## config.mk

```make
export PLATFORM = sky130hd
export DESIGN_NAME = cap_channel
export DESIGN_NICKNAME = d
export VERILOG_FILES = /design/src/rtl/cap_pkg.sv /design/src/rtl/cap_sync_filter.sv /design/src/rtl/cap_edge_div.sv /design/src/rtl/cap_regs.sv /design/src/rtl/cap_channel.sv
export SDC_FILE = /design/constraint.sdc
export NUM_CORES = 1
export LEC_CHECK = 0
export ABC_AREA = 1
export BUFFER_PORTS_ARGS = -buffer_cell sky130_fd_sc_hd__buf_2
export CAP_MARGIN = 30
export CORE_ASPECT_RATIO = 0.75
export CORE_UTILIZATION = 57
export CTS_CLUSTER_SIZE = 28
export DETAILED_ROUTE_END_ITERATION = 8
export PLACE_DENSITY = 0.8
export SETUP_SLACK_MARGIN = 0.4
export SLEW_MARGIN = 20
export SYNTH_ARGS = -nofsm -noshare
export SYNTH_HDL_FRONTEND = slang
export SYNTH_SLANG_ARGS = --single-unit
```

## constraint.sdc

```tcl
create_clock -name clk -period 3.5 [get_ports clk]
set_clock_uncertainty 0.2 [all_clocks]
set_input_delay 0.35 -clock clk [delete_from_list [all_inputs] [get_ports clk]]
set_output_delay 0.35 -clock clk [all_outputs]
set_load 0.02 [all_outputs]
```

## src/rtl/cap_pkg.sv

```systemverilog
// Shared definitions for the capture channel: configuration layout and
// register word addresses. Assumes a 2-bit word address on the bus.
package cap_pkg;

    // Configuration word, LSB first: sel[1:0], flt[5:2], pol[6], div[8:7],
    // en[9], irq_en[10].
    typedef struct packed {
        logic       irq_en;
        logic       en;
        logic [1:0] div;
        logic       pol;
        logic [3:0] flt;
        logic [1:0] sel;
    } cap_cfg_t;

    localparam int CFG_W = $bits(cap_cfg_t);

    localparam logic [1:0] ADDR_CFG   = 2'd0;
    localparam logic [1:0] ADDR_FLAGS = 2'd1;
    localparam logic [1:0] ADDR_EVENT = 2'd2;
    localparam logic [1:0] ADDR_CAPT  = 2'd3;

    localparam logic [1:0] SEL_OUTPUT = 2'b00;
    localparam logic [1:0] SEL_OWNPIN = 2'b01;

endpackage

```

## src/rtl/cap_sync_filter.sv

```systemverilog
// Synchroniser plus consecutive-sample glitch filter.
// The raw pin passes through SYNC_STAGES flops. The filtered level flips
// only after 2^code consecutive synchronised samples that differ from it.
// Assumes the code stays stable while a transition is being qualified.
module cap_sync_filter #(
    parameter int SYNC_STAGES = 2,
    parameter int FLT_W       = 4
) (
    input  logic             clk,
    input  logic             rst_n,
    input  logic             pin_in,
    input  logic [FLT_W-1:0] code,
    output logic             level
);
    localparam int FCNT_W = 2 ** FLT_W;

    logic [SYNC_STAGES-1:0] sync_q;
    logic [FCNT_W-1:0]      run_q;
    logic [FCNT_W:0]        run_next;
    logic [FCNT_W:0]        limit;
    logic                   samp;

    assign samp     = sync_q[SYNC_STAGES-1];
    assign run_next = {1'b0, run_q} + 1'b1;
    assign limit    = (FCNT_W+1)'(1) << code;

    // Purpose: shift the raw pin through the synchroniser chain.
    generate
        if (SYNC_STAGES == 1) begin : g_one
            always_ff @(posedge clk) begin
                if (!rst_n) sync_q <= '0;
                else        sync_q <= pin_in;
            end
        end else begin : g_chain
            always_ff @(posedge clk) begin
                if (!rst_n) sync_q <= '0;
                else        sync_q <= {sync_q[SYNC_STAGES-2:0], pin_in};
            end
        end
    endgenerate

    // Purpose: count agreeing samples; accept the new level at the limit.
    always_ff @(posedge clk) begin
        if (!rst_n) begin
            run_q <= '0;
            level <= 1'b0;
        end else if (samp == level) begin
            run_q <= '0;
        end else if (run_next >= limit) begin
            run_q <= '0;
            level <= samp;
        end else begin
            run_q <= run_next[FCNT_W-1:0];
        end
    end

    // A change of the filtered level always moves towards the sample seen.
    p_filter_follows_r2: assert property (@(posedge clk) disable iff (!rst_n)
        (level != $past(level)) |-> (level == $past(samp)));

endmodule

```

## src/rtl/cap_edge_div.sv

```systemverilog
// Edge selector and event divider. Detects the chosen edge of the
// filtered level and passes every 2^div-th one while the channel is active.
// The edge count clears when inactive or on a configuration write.
module cap_edge_div #(
    parameter int DIV_W = 2
) (
    input  logic             clk,
    input  logic             rst_n,
    input  logic             level,
    input  logic             pol,
    input  logic [DIV_W-1:0] div,
    input  logic             active,
    input  logic             cfg_wr,
    output logic             fire
);
    localparam int CNT_W = 2 ** DIV_W;

    logic             level_d;
    logic             edge_hit;
    logic [CNT_W-1:0] ecnt_q;
    logic [CNT_W-1:0] last;

    assign edge_hit = active && (pol ? (!level && level_d) : (level && !level_d));
    assign last     = (CNT_W'(1) << div) - 1'b1;
    assign fire     = edge_hit && (ecnt_q == last);

    // Purpose: remember the previous filtered level for edge detection.
    always_ff @(posedge clk) begin
        if (!rst_n) level_d <= 1'b0;
        else        level_d <= level;
    end

    // Purpose: count qualified edges and wrap after the selected ratio.
    always_ff @(posedge clk) begin
        if (!rst_n || !active || cfg_wr) ecnt_q <= '0;
        else if (fire)                   ecnt_q <= '0;
        else if (edge_hit)               ecnt_q <= ecnt_q + 1'b1;
    end

    p_div_bound_r4: assert property (@(posedge clk) disable iff (!rst_n)
        ecnt_q <= last || $past(cfg_wr));

    p_div_clear_r10: assert property (@(posedge clk) disable iff (!rst_n)
        (!active || cfg_wr) |=> (ecnt_q == '0));

endmodule

```

## src/rtl/cap_regs.sv

```systemverilog
// Register port, capture word and flags. Writes and read side effects
// take effect at the clock edge; read data is combinational on the address.
// Assumes CNT_W is at least the configuration width.
module cap_regs #(
    parameter int CNT_W = 16
) (
    input  logic              clk,
    input  logic              rst_n,
    input  logic              bus_wr,
    input  logic              bus_rd,
    input  logic [1:0]        bus_addr,
    input  logic [CNT_W-1:0]  bus_wdata,
    output logic [CNT_W-1:0]  bus_rdata,
    input  logic              hw_cap,
    input  logic [CNT_W-1:0]  cnt_val,
    output cap_pkg::cap_cfg_t cfg,
    output logic              cfg_wr,
    output logic              irq
);
    import cap_pkg::*;

    logic [CNT_W-1:0] capt_q;
    logic             flag_q;
    logic             miss_q;
    logic             sw_cap;
    logic             any_cap;
    logic             capt_rd;
    logic             flag_w1c;
    logic             miss_w1c;
    logic             capt_wr;

    assign cfg_wr   = bus_wr && (bus_addr == ADDR_CFG);
    assign sw_cap   = bus_wr && (bus_addr == ADDR_EVENT) && bus_wdata[0];
    assign flag_w1c = bus_wr && (bus_addr == ADDR_FLAGS) && bus_wdata[0];
    assign miss_w1c = bus_wr && (bus_addr == ADDR_FLAGS) && bus_wdata[1];
    assign capt_rd  = bus_rd && (bus_addr == ADDR_CAPT);
    assign capt_wr  = bus_wr && (bus_addr == ADDR_CAPT) && (cfg.sel == SEL_OUTPUT);
    assign any_cap  = hw_cap || sw_cap;
    assign irq      = flag_q && cfg.irq_en;

    // Purpose: hold the configuration word.
    always_ff @(posedge clk) begin
        if (!rst_n)      cfg <= '0;
        else if (cfg_wr) cfg <= cap_cfg_t'(bus_wdata[CFG_W-1:0]);
    end

    // Purpose: load the capture word from the counter or, as output, from the bus.
    always_ff @(posedge clk) begin
        if (!rst_n)                                  capt_q <= '0;
        else if (any_cap && cfg.sel != SEL_OUTPUT)   capt_q <= cnt_val;
        else if (capt_wr)                            capt_q <= bus_wdata;
    end

    // Purpose: capture flag, set by a capture, cleared by w1c or data read.
    always_ff @(posedge clk) begin
        if (!rst_n)                     flag_q <= 1'b0;
        else if (any_cap)               flag_q <= 1'b1;
        else if (flag_w1c || capt_rd)   flag_q <= 1'b0;
    end

    // Purpose: overrun flag, set by a capture over a pending one, cleared by w1c.
    always_ff @(posedge clk) begin
        if (!rst_n)                 miss_q <= 1'b0;
        else if (any_cap && flag_q) miss_q <= 1'b1;
        else if (miss_w1c)          miss_q <= 1'b0;
    end

    // Purpose: select the read data for the current address.
    always_comb begin
        unique case (bus_addr)
            ADDR_CFG:   bus_rdata = CNT_W'(cfg);
            ADDR_FLAGS: bus_rdata = CNT_W'({miss_q, flag_q});
            ADDR_EVENT: bus_rdata = '0;
            default:    bus_rdata = capt_q;
        endcase
    end

    p_cap_sets_flag_r5: assert property (@(posedge clk) disable iff (!rst_n)
        any_cap |=> flag_q);

    p_overrun_r6: assert property (@(posedge clk) disable iff (!rst_n)
        (any_cap && flag_q) |=> miss_q);

    p_miss_clear_only_w1c_r7: assert property (@(posedge clk) disable iff (!rst_n)
        $fell(miss_q) |-> $past(miss_w1c));

    p_read_only_r1: assert property (@(posedge clk) disable iff (!rst_n)
        (bus_wr && bus_addr == ADDR_CAPT && cfg.sel != SEL_OUTPUT && !any_cap)
        |=> $stable(capt_q));

endmodule

```

## src/rtl/cap_channel.sv

```systemverilog
// Top of the filtered input capture channel: synchroniser and filter,
// edge selector and divider, register port with capture word and flags.
// The counter is supplied from outside.
module cap_channel #(
    parameter int CNT_W       = 16,
    parameter int SYNC_STAGES = 2
) (
    input  logic             clk,
    input  logic             rst_n,
    input  logic             pin_in,
    input  logic [CNT_W-1:0] cnt_val,
    input  logic             bus_wr,
    input  logic             bus_rd,
    input  logic [1:0]       bus_addr,
    input  logic [CNT_W-1:0] bus_wdata,
    output logic [CNT_W-1:0] bus_rdata,
    output logic             irq
);
    import cap_pkg::*;

    cap_cfg_t cfg;
    logic     cfg_wr;
    logic     level;
    logic     active;
    logic     hw_cap;

    assign active = cfg.en && (cfg.sel == SEL_OWNPIN);

    cap_sync_filter #(
        .SYNC_STAGES (SYNC_STAGES),
        .FLT_W       (4)
    ) i_filter (
        .clk    (clk),
        .rst_n  (rst_n),
        .pin_in (pin_in),
        .code   (cfg.flt),
        .level  (level)
    );

    cap_edge_div #(
        .DIV_W (2)
    ) i_div (
        .clk    (clk),
        .rst_n  (rst_n),
        .level  (level),
        .pol    (cfg.pol),
        .div    (cfg.div),
        .active (active),
        .cfg_wr (cfg_wr),
        .fire   (hw_cap)
    );

    cap_regs #(
        .CNT_W (CNT_W)
    ) i_regs (
        .clk       (clk),
        .rst_n     (rst_n),
        .bus_wr    (bus_wr),
        .bus_rd    (bus_rd),
        .bus_addr  (bus_addr),
        .bus_wdata (bus_wdata),
        .bus_rdata (bus_rdata),
        .hw_cap    (hw_cap),
        .cnt_val   (cnt_val),
        .cfg       (cfg),
        .cfg_wr    (cfg_wr),
        .irq       (irq)
    );

    p_irq_needs_flag_r9: assert property (@(posedge clk) disable iff (!rst_n)
        irq |-> cfg.irq_en);

endmodule

```

==> reports/metrics.yaml, run 1 <==
place:
  hpwl_um: 5720
  gp_congestion: 0.870
  placedInstanceArea_mm2: 0.00358
  port_buffers: 55
power_and_ir_drop:
  clkPwrFrac: 0.372
  irDropWorstVdd_mv: 0.184
  p_comb_frac: 0.144
  switching_share: 0.260
  seq_power_share: 0.484
  leakage_uw: 0.00179
  p_sw_uw: 343
  powerDensity_mw_per_mm2: 334
  p_int_uw: 977
clock_tree:
  path_clk_slew_ns: 0.09
  cts_tree: "yes"
  cts_made_buffers: 5
  clockBufferDepth: 2
  cts_hold_buf: 0
  clockRootBuffer: "clkbuf_8"
  clkLatencyLatePin_ns: 0.31
  cts.sinks: 53
  cts_htree_levels: 2
yosys:
  synthSimpleGateAreaFrac: 0.362
  synth_nets: 525
  synth.area.mux_share: 0
  synth_fa_ha_area_frac: 0.0681
  synth_compound_area_frac: 0.110
  synth-seq-cells: 53
  syn-instance-count: 468
  avgSynthCellArea_um2: 7.07
  ys_warn_count: 0
  seq_area_frac_synth: 0.321
  synth_area_mm2: 0.00331
  synth_cell_types: 36
  synth_top_family_by_area: "simple AND/OR/NAND/NOR gates"
  synth_xor_area_frac: 0.0371
global_route:
  antenna_found_initial: 0
  grt_pass1_wl_um: 12900
  grt_pass1_vias: 2788
  groute.usage.overall: 0.267
  grt-ovfl-total: 0
  grt_max_degree: 31
sta:
  hold_viol: 0
  slew_violations: 0
  fin_crit_ns: 3.15
  tightestPinTransition_ns: 0.580
  fmax_mhz: 317
  relSlewSlack: 0.611
  setup_viol: 0
  rsz0062_at_grt: "yes"
  finalCritPeriodShare: 0.901
  finalSetupTns_ns: 0
  holdWs_ns: 0.0250
die:
  die-area_mm2: 0.00612
  io_pins: 56
  core_area_mm2: 0.00547
  dieWidth_um: 90.0
  die_h_um: 68.0
  rows: 23
  floorplan.initialDensity: 0.605
final_layout:
  fin_area_mm2: 0.00395
  fin_util: 0.722
  n_fill_cell: 429
  antennaDiodeCount: 0
  flow.area_growth_from_synthesis_pct: 19.4
  multi_input_area_mm2: 0.00203
  layout_commonest_cell: "nand2_1"
  drive_above_1_share: 0.239
  nets: 579
  layout_common_cells: "100 x nand2_1, 55 x buf_2, 52 x inv_1, 51 x dfxtp_1, 36 x nor2_1"
  ff_latch_area_mm2: 0.00107
drt:
  via_per_inst: 5.50
  vias: 3288
  drt-initial-drc-count: 186
  wl_per_cell_um: 14.3
  route.detailed.drc: 0
  drt_pass1_iterations: 5
  drt-total-wl_um: 8560
  ant_nets: 0
critical_path:
  worstPathArrival_ns: 3.20
  r2r_end: "i_filter.level"
  criticalPathCategory: "flip-flop to flip-flop"
  start_kind: "flip-flop"
  crit_path_max_fanout: 3
  reg2reg_depth: 20
  cp.required_ns: 3.55
  regToRegSetupSlack_ns: 0.35
  r2r-start: "i_filter.run_q[1]"
  critPathCaptureType: "flip-flop"
min_path:
  hp-class: "primary input to flip-flop"
  hold_path_depth: 3
  min_from: "pin_in"
  worst_hold_path.endpoint: "i_filter.sync_q[0]"
outcome:
  outcome: "finished, final reports clean"
flow_run:
  cap_violations: 0
-- cells by family after synthesis --
logic type	Yosys count
DFF	53
adders and majority gates	18
buffers and inverters	81
xor gates and xnor gates	14
AOI/OAI and AO/OA	65
and+or+nand+nor	237
-- worst max path at each step --
stage / from / end / slack [ns] / cells past startpoint
2_1_floorplan: i_filter.run_q[0] / i_filter.run_q[10] / 0.59 / 16
3_3_place_gp: i_filter.run_q[0] / i_filter.run_q[0] / 0.30 / 15
3_5_place_dp: i_filter.run_q[0] / i_filter.run_q[3] / 0.11 / 18
4_1_cts: i_filter.run_q[0] / i_filter.run_q[15] / 0.42 / 16
5_1_grt: i_filter.run_q[1] / i_filter.run_q[0] / 0.24 / 19
6_report: i_filter.run_q[1] / i_filter.level / 0.35 / 20
-- cells in the mapped netlist, drive strengths merged --
library cell | n | area, um2
nand2 | 111 | 442
dfxtp | 53 | 1060
nor4 | 1 | 6.26
nor3 | 3 | 31.3
nor3b | 2 | 15.0
o21bai | 1 | 7.51
nand4 | 24 | 180
inv | 57 | 214
nor2 | 52 | 250
a22o | 1 | 8.76
a31o | 1 | 8.76
clkinv | 6 | 22.5
buf | 9 | 68.8
a21o | 2 | 15.0
nand3 | 28 | 153
nand3b | 16 | 120
clkbuf | 9 | 33.8
xor2 | 10 | 87.6
xnor2 | 4 | 35.0
a21oi | 34 | 189
ha | 18 | 225
o211ai | 2 | 15.0
o21ai | 24 | 120
-- power groups by stage --
stage	sequential, uW	clock [uW]	combinational (uW)
floorplan	643	0	119
global placement	651	0	160
detailed placement	651	0	163
CTS	638	496	167
global route	641	516	209
finish	638	492	190
-- registers in the layout, indices dropped and copies added (netlist names) --
register	flops
i_filter.run_q	16
i_regs.cfg	11
i_filter.sync_q	2
i_regs.capt_q	16
i_regs.miss_q	1
i_regs.flag_q	1
i_div.ecnt_q	4
i_filter.level	1
i_div.level_d	1
-- area by class of cell --
| class | count | share of cell area |
|---|---|---|
| clock buffer | 5 | 0.0174 |
| clock inverter | 3 | 0.0165 |
| inverter | 63 | 0.0599 |
| multi-input combinational | 334 | 0.515 |
| sequential | 53 | 0.270 |
| tap | 75 | 0.0238 |
| timing repair buffer | 65 | 0.0979 |
-- through the flow --
step / cells / setup slack, ns / total power [uW]
6_report: 598 / 0.346 / 1320
5_1_grt: 598 / 0.241 / 1370
4_1_cts: 591 / 0.416 / 1300
3_5_place_dp: 581 / 0.110 / 814
3_3_place_gp: 581 / 0.301 / 811
2_1_floorplan: 468 / 0.589 / 763
-- routing by layer --
layer | routed length, um | vias up | global-route usage
met2 | 3850 | 109 | 0.429
met1 | 4090 | 1533 | 0.377
met3 | 495 | 14 | 0.0344
met4 | 122 | 0 | 0.0827
met5 | 0 | - | 0
li1 | - | 1632 | -
-- worst max-delay path, cell delays in order (launching register included) --
cell	delay, ns
dfxtp_2	0.37
ha_4	0.16
nand2_4	0.06
nor2_4	0.14
nand4_4	0.12
nor3_4	0.31
buf_6	0.14
nand2_4	0.06
xor2_4	0.19
ha_4	0.29
nand2_4	0.06
nor2_4	0.09
nand3b_1	0.14
nor2_1	0.18
nand2_1	0.09
nand2_2	0.09
nor2_4	0.05
buf_6	0.12
nand3_1	0.05
nand2_1	0.05
nor2_1	0.14
-- what timing repair did --
| action | 4_1_cts | 5_1_grt |
|---|---|---|
| cloned | 0 | 1 |
| endpoints found under the setup margin | 17 | 17 |
| buffers inserted | 2 | 6 |
| pin swaps | 1 | 15 |
| gates resized for setup | 3 | 29 |
(Power assumes the default switching activity.)
==> run 2: changes to the inputs <==
Settings changed: ABC_AREA 1 to default, CORE_UTILIZATION 57 to 55, PLACE_DENSITY 0.8 to 0.78.
==> run 2 against run 1 <==
  * Combinational power down 27%
  * Sequential power shrank 2%
  * Clock-buffer cell count stayed put
  * Worst hold slack improved by 0.015 ns
  * Flip-flop and latch count stayed put
  * Global-route usage grew 0.40 points
  * Largest power group unchanged
==> reports/metrics.yaml, run 2 <==
yosys:
  synth_most_common_cell: "nand2_1"
  synth_area_mm2: 0.00291  # -12%
  synthTopCellsByCount: "74 x nand2_1, 53 x dfxtp_1, 32 x nor2_1, 22 x nand3_1, 19 x a21oi_1"
  synth_async_sr_flop_share: 0  # unchanged
  synthTopCellsByArea: "dfxtp_1 36%, nand2_1 9.5%, ha_1 7.7%"
  synth_top_area_frac: 0.364  # +0.0437
  synth_flop_cell: "dfxtp_1"
  syn-instance-count: 361  # -23%
  synth_edf_count: 0  # unchanged
  yosys.area.top_type: "dfxtp_1"
  ys_warn_count: 0  # unchanged
  seq_area_frac_synth: 0.364  # +0.0437
  synth_nets: 418  # -20%
  synth-seq-cells: 53  # unchanged
  synth_cell_types: 42  # +17%
  avgSynthCellArea_um2: 8.07  # +14%
critical_path:
  cp.required_ns: 3.56  # about the same
  crit_path_max_fanout: 8  # +5
  reg2reg_depth: 13  # -35%
  worstPathArrival_ns: 3.27  # +0.07 ns
  start_kind: "flip-flop"
  critPathCaptureType: "flip-flop"
  criticalPathCategory: "flip-flop to flip-flop"
  startpoint: "i_filter.run_q[2]"
  crit_end: "i_filter.run_q[3]"
  r2r-start: "i_filter.run_q[2]"
  regToRegSetupSlack_ns: 0.28  # -0.06 ns
  r2r_end: "i_filter.run_q[3]"
die:
  rows: 22  # -4.3%
  core_area_mm2: 0.00498  # -8.9%
  floorplan.initialDensity: 0.585  # -0.0206
  dieWidth_um: 86.0  # -4.4%
  io_pins: 56  # unchanged
  die_h_um: 65.0  # -4.4%
  die-area_mm2: 0.00559  # -8.6%
power_and_ir_drop:
  powerDensity_mw_per_mm2: 315  # -5.6%
  p_sw_uw: 312  # -9.2%
  irDropWorstVdd_mv: 0.270  # +47%
  seq_power_share: 0.551  # +0.067
  p_comb_frac: 0.123  # -0.021
  leakage_uw: 0.00153  # -15%
  p_int_uw: 819  # -16%
  clkPwrFrac: 0.326  # -0.046
  switching_share: 0.276  # +0.0155
sta:
  finalCritPeriodShare: 0.919  # +0.0176
  holdWs_ns: 0.0396  # +0.0146 ns
  tightestPinTransition_ns: 0.947  # +0.367 ns
  relSlewSlack: 0.369  # -0.242
  rsz0062_at_grt: "yes"
  hold_viol: 0  # unchanged
  slew_violations: 0  # unchanged
  finalSetupTns_ns: 0  # unchanged
  fin_crit_ns: 3.22  # +0.0617 ns
  setup_viol: 0  # unchanged
  fmax_mhz: 311  # -1.9%
final_layout:
  fin_area_mm2: 0.00359  # -9.2%
  layout_commonest_cell: "nand2_1"
  top_regs: "i_filter.run_q x16, i_regs.capt_q x16, i_regs.cfg x11"
  drive_above_1_share: 0.282  # +0.0430
  flow.area_growth_from_synthesis_pct: 23.1
  layout_common_cells: "74 x nand2_1, 55 x buf_2, 43 x dfxtp_1, 31 x nor2_1, 22 x nand3_1"
  antennaDiodeCount: 0  # unchanged
  ff_latch_area_mm2: 0.00109  # +1.9%
  n_fill_cell: 390  # -9.1%
  multi_input_area_mm2: 0.00186  # -8.4%
  nets: 478  # -17%
drt:
  route.detailed.drc: 0  # unchanged
  drt-total-wl_um: 7720  # -9.8%
  vias: 2873  # -13%
  drt_pass1_iterations: 8  # +3
  via_per_inst: 5.82  # +5.8%
  drt-initial-drc-count: 198  # +6.5%
  wl_per_cell_um: 15.6  # +9.2%
  ant_nets: 0  # unchanged
global_route:
  groute.usage.overall: 0.271  # +0.00401
  antenna_found_initial: 0  # unchanged
  grt-ovfl-total: 0  # unchanged
  grt_util_met2: 0.398  # -0.0310
  met1_usage: 0.406  # +0.0283
  grt_pass1_wl_um: 11800  # -8.2%
  grt_pass1_vias: 2488  # -11%
  gr-usage-met3: 0.0548  # +0.0203
  grt_max_degree: 32  # +3.2%
  grt-busiest-layer: "met1"
clock_tree:
  cts.sinks: 53  # unchanged
  cts_htree_levels: 2  # unchanged
  clockBufferDepth: 2  # unchanged
  clockRootBuffer: "clkbuf_8"
  cts_made_buffers: 5  # unchanged
  clkLatencyLatePin_ns: 0.31  # about the same
  cts_hold_buf: 0  # unchanged
  cts_tree: "yes"
  path_clk_slew_ns: 0.10  # about the same
min_path:
  hp-class: "primary input to flip-flop"
flow_run:
  cap_violations: 0  # unchanged
place:
  hpwl_um: 5010  # -13%
  gp_congestion: 0.882  # +1.3%
  placedInstanceArea_mm2: 0.00322  # -10%
  port_buffers: 55  # unchanged
outcome:
  outcome: "finished, final reports clean"
[run 2: cell families after synthesis]
| group | share of synthesized area |
|---|---|
| compound gates | 0.146 |
| xor+xnor | 0.0571 |
| fa+ha+maj | 0.0773 |
| buf+inv | 0.0357 |
| flops | 0.364 |
| mux | 0.0103 |
| simple gates | 0.309 |
[run 2: final cells by class]
| class | count | share of cell area |
|---|---|---|
| clock buffer | 5 | 0.0192 |
| clock inverter | 3 | 0.00698 |
| inverter | 5 | 0.00523 |
| multi-input combinational | 284 | 0.520 |
| sequential | 53 | 0.303 |
| tap | 72 | 0.0251 |
| timing repair buffer | 72 | 0.121 |
[run 2: worst min path at each step]
| stage | depth (start not counted) | endpoint | from | slack, ns |
|---|---|---|---|---|
| 6_report | 2 | i_filter.sync_q[0] | pin_in | 0.04 |
| 5_1_grt | 2 | i_filter.sync_q[0] | pin_in | 0.05 |
| 4_1_cts | 2 | i_filter.sync_q[0] | pin_in | 0.05 |
| 3_5_place_dp | 1 | i_filter.sync_q[1] | i_filter.sync_q[0] | 0.23 |
| 3_3_place_gp | 1 | i_filter.sync_q[1] | i_filter.sync_q[0] | 0.22 |
| 2_1_floorplan | 1 | i_filter.sync_q[1] | i_filter.sync_q[0] | 0.21 |
[run 2: worst max-delay path: stages (launching register included)]
cell and delay, ns:
dfxtp_4 0.36, nand4_1 0.12, buf_6 0.16, buf_4 0.13, nor2_2 0.11, nand3_1 0.14
xnor2_2 0.16, ha_1 0.31, and3_1 0.16, and2_4 0.17, a41oi_2 0.20, nand3_1 0.18
or4_4 0.53, and2b_1 0.22
[run 2: through the flow]
step / cells / total power (uW) / util / setup WS (ns)
floorplan: 361 / 704 / - / 0.446
global placement: 471 / 748 / 0.646 / 0.182
detailed placement: 471 / 750 / 0.646 / 0.0881
CTS: 485 / 1120 / 0.687 / 0.402
global route: 494 / 1170 / 0.720 / 0.0562
finish: 494 / 1130 / 0.720 / 0.284
[run 2: repair_timing]
item,4_1_cts,5_1_grt
setup buffers,5,8
gates resized for setup,19,18
pin swaps,4,13
hold endpoints to repair,0,0
cloned,1,0
endpoints found under the setup margin,16,17
[run 2: metal layers]
| metal | share of wire | up-vias |
|---|---|---|
| met3 | 0.089 | 22 |
| met5 | 0 | - |
| met4 | 0.023 | 0 |
| met1 | 0.46 | 1316 |
| li1 | - | 1386 |
| met2 | 0.42 | 149 |
[run 2: power groups by stage]
stage	Sequential (uW)	Clock (uW)	Combinational, uW
after floorplan	636	0	68.0
after global placement	640	0	108
after detailed placement	640	0	110
after CTS	626	369	125
after global routing	625	393	149
final	623	369	139
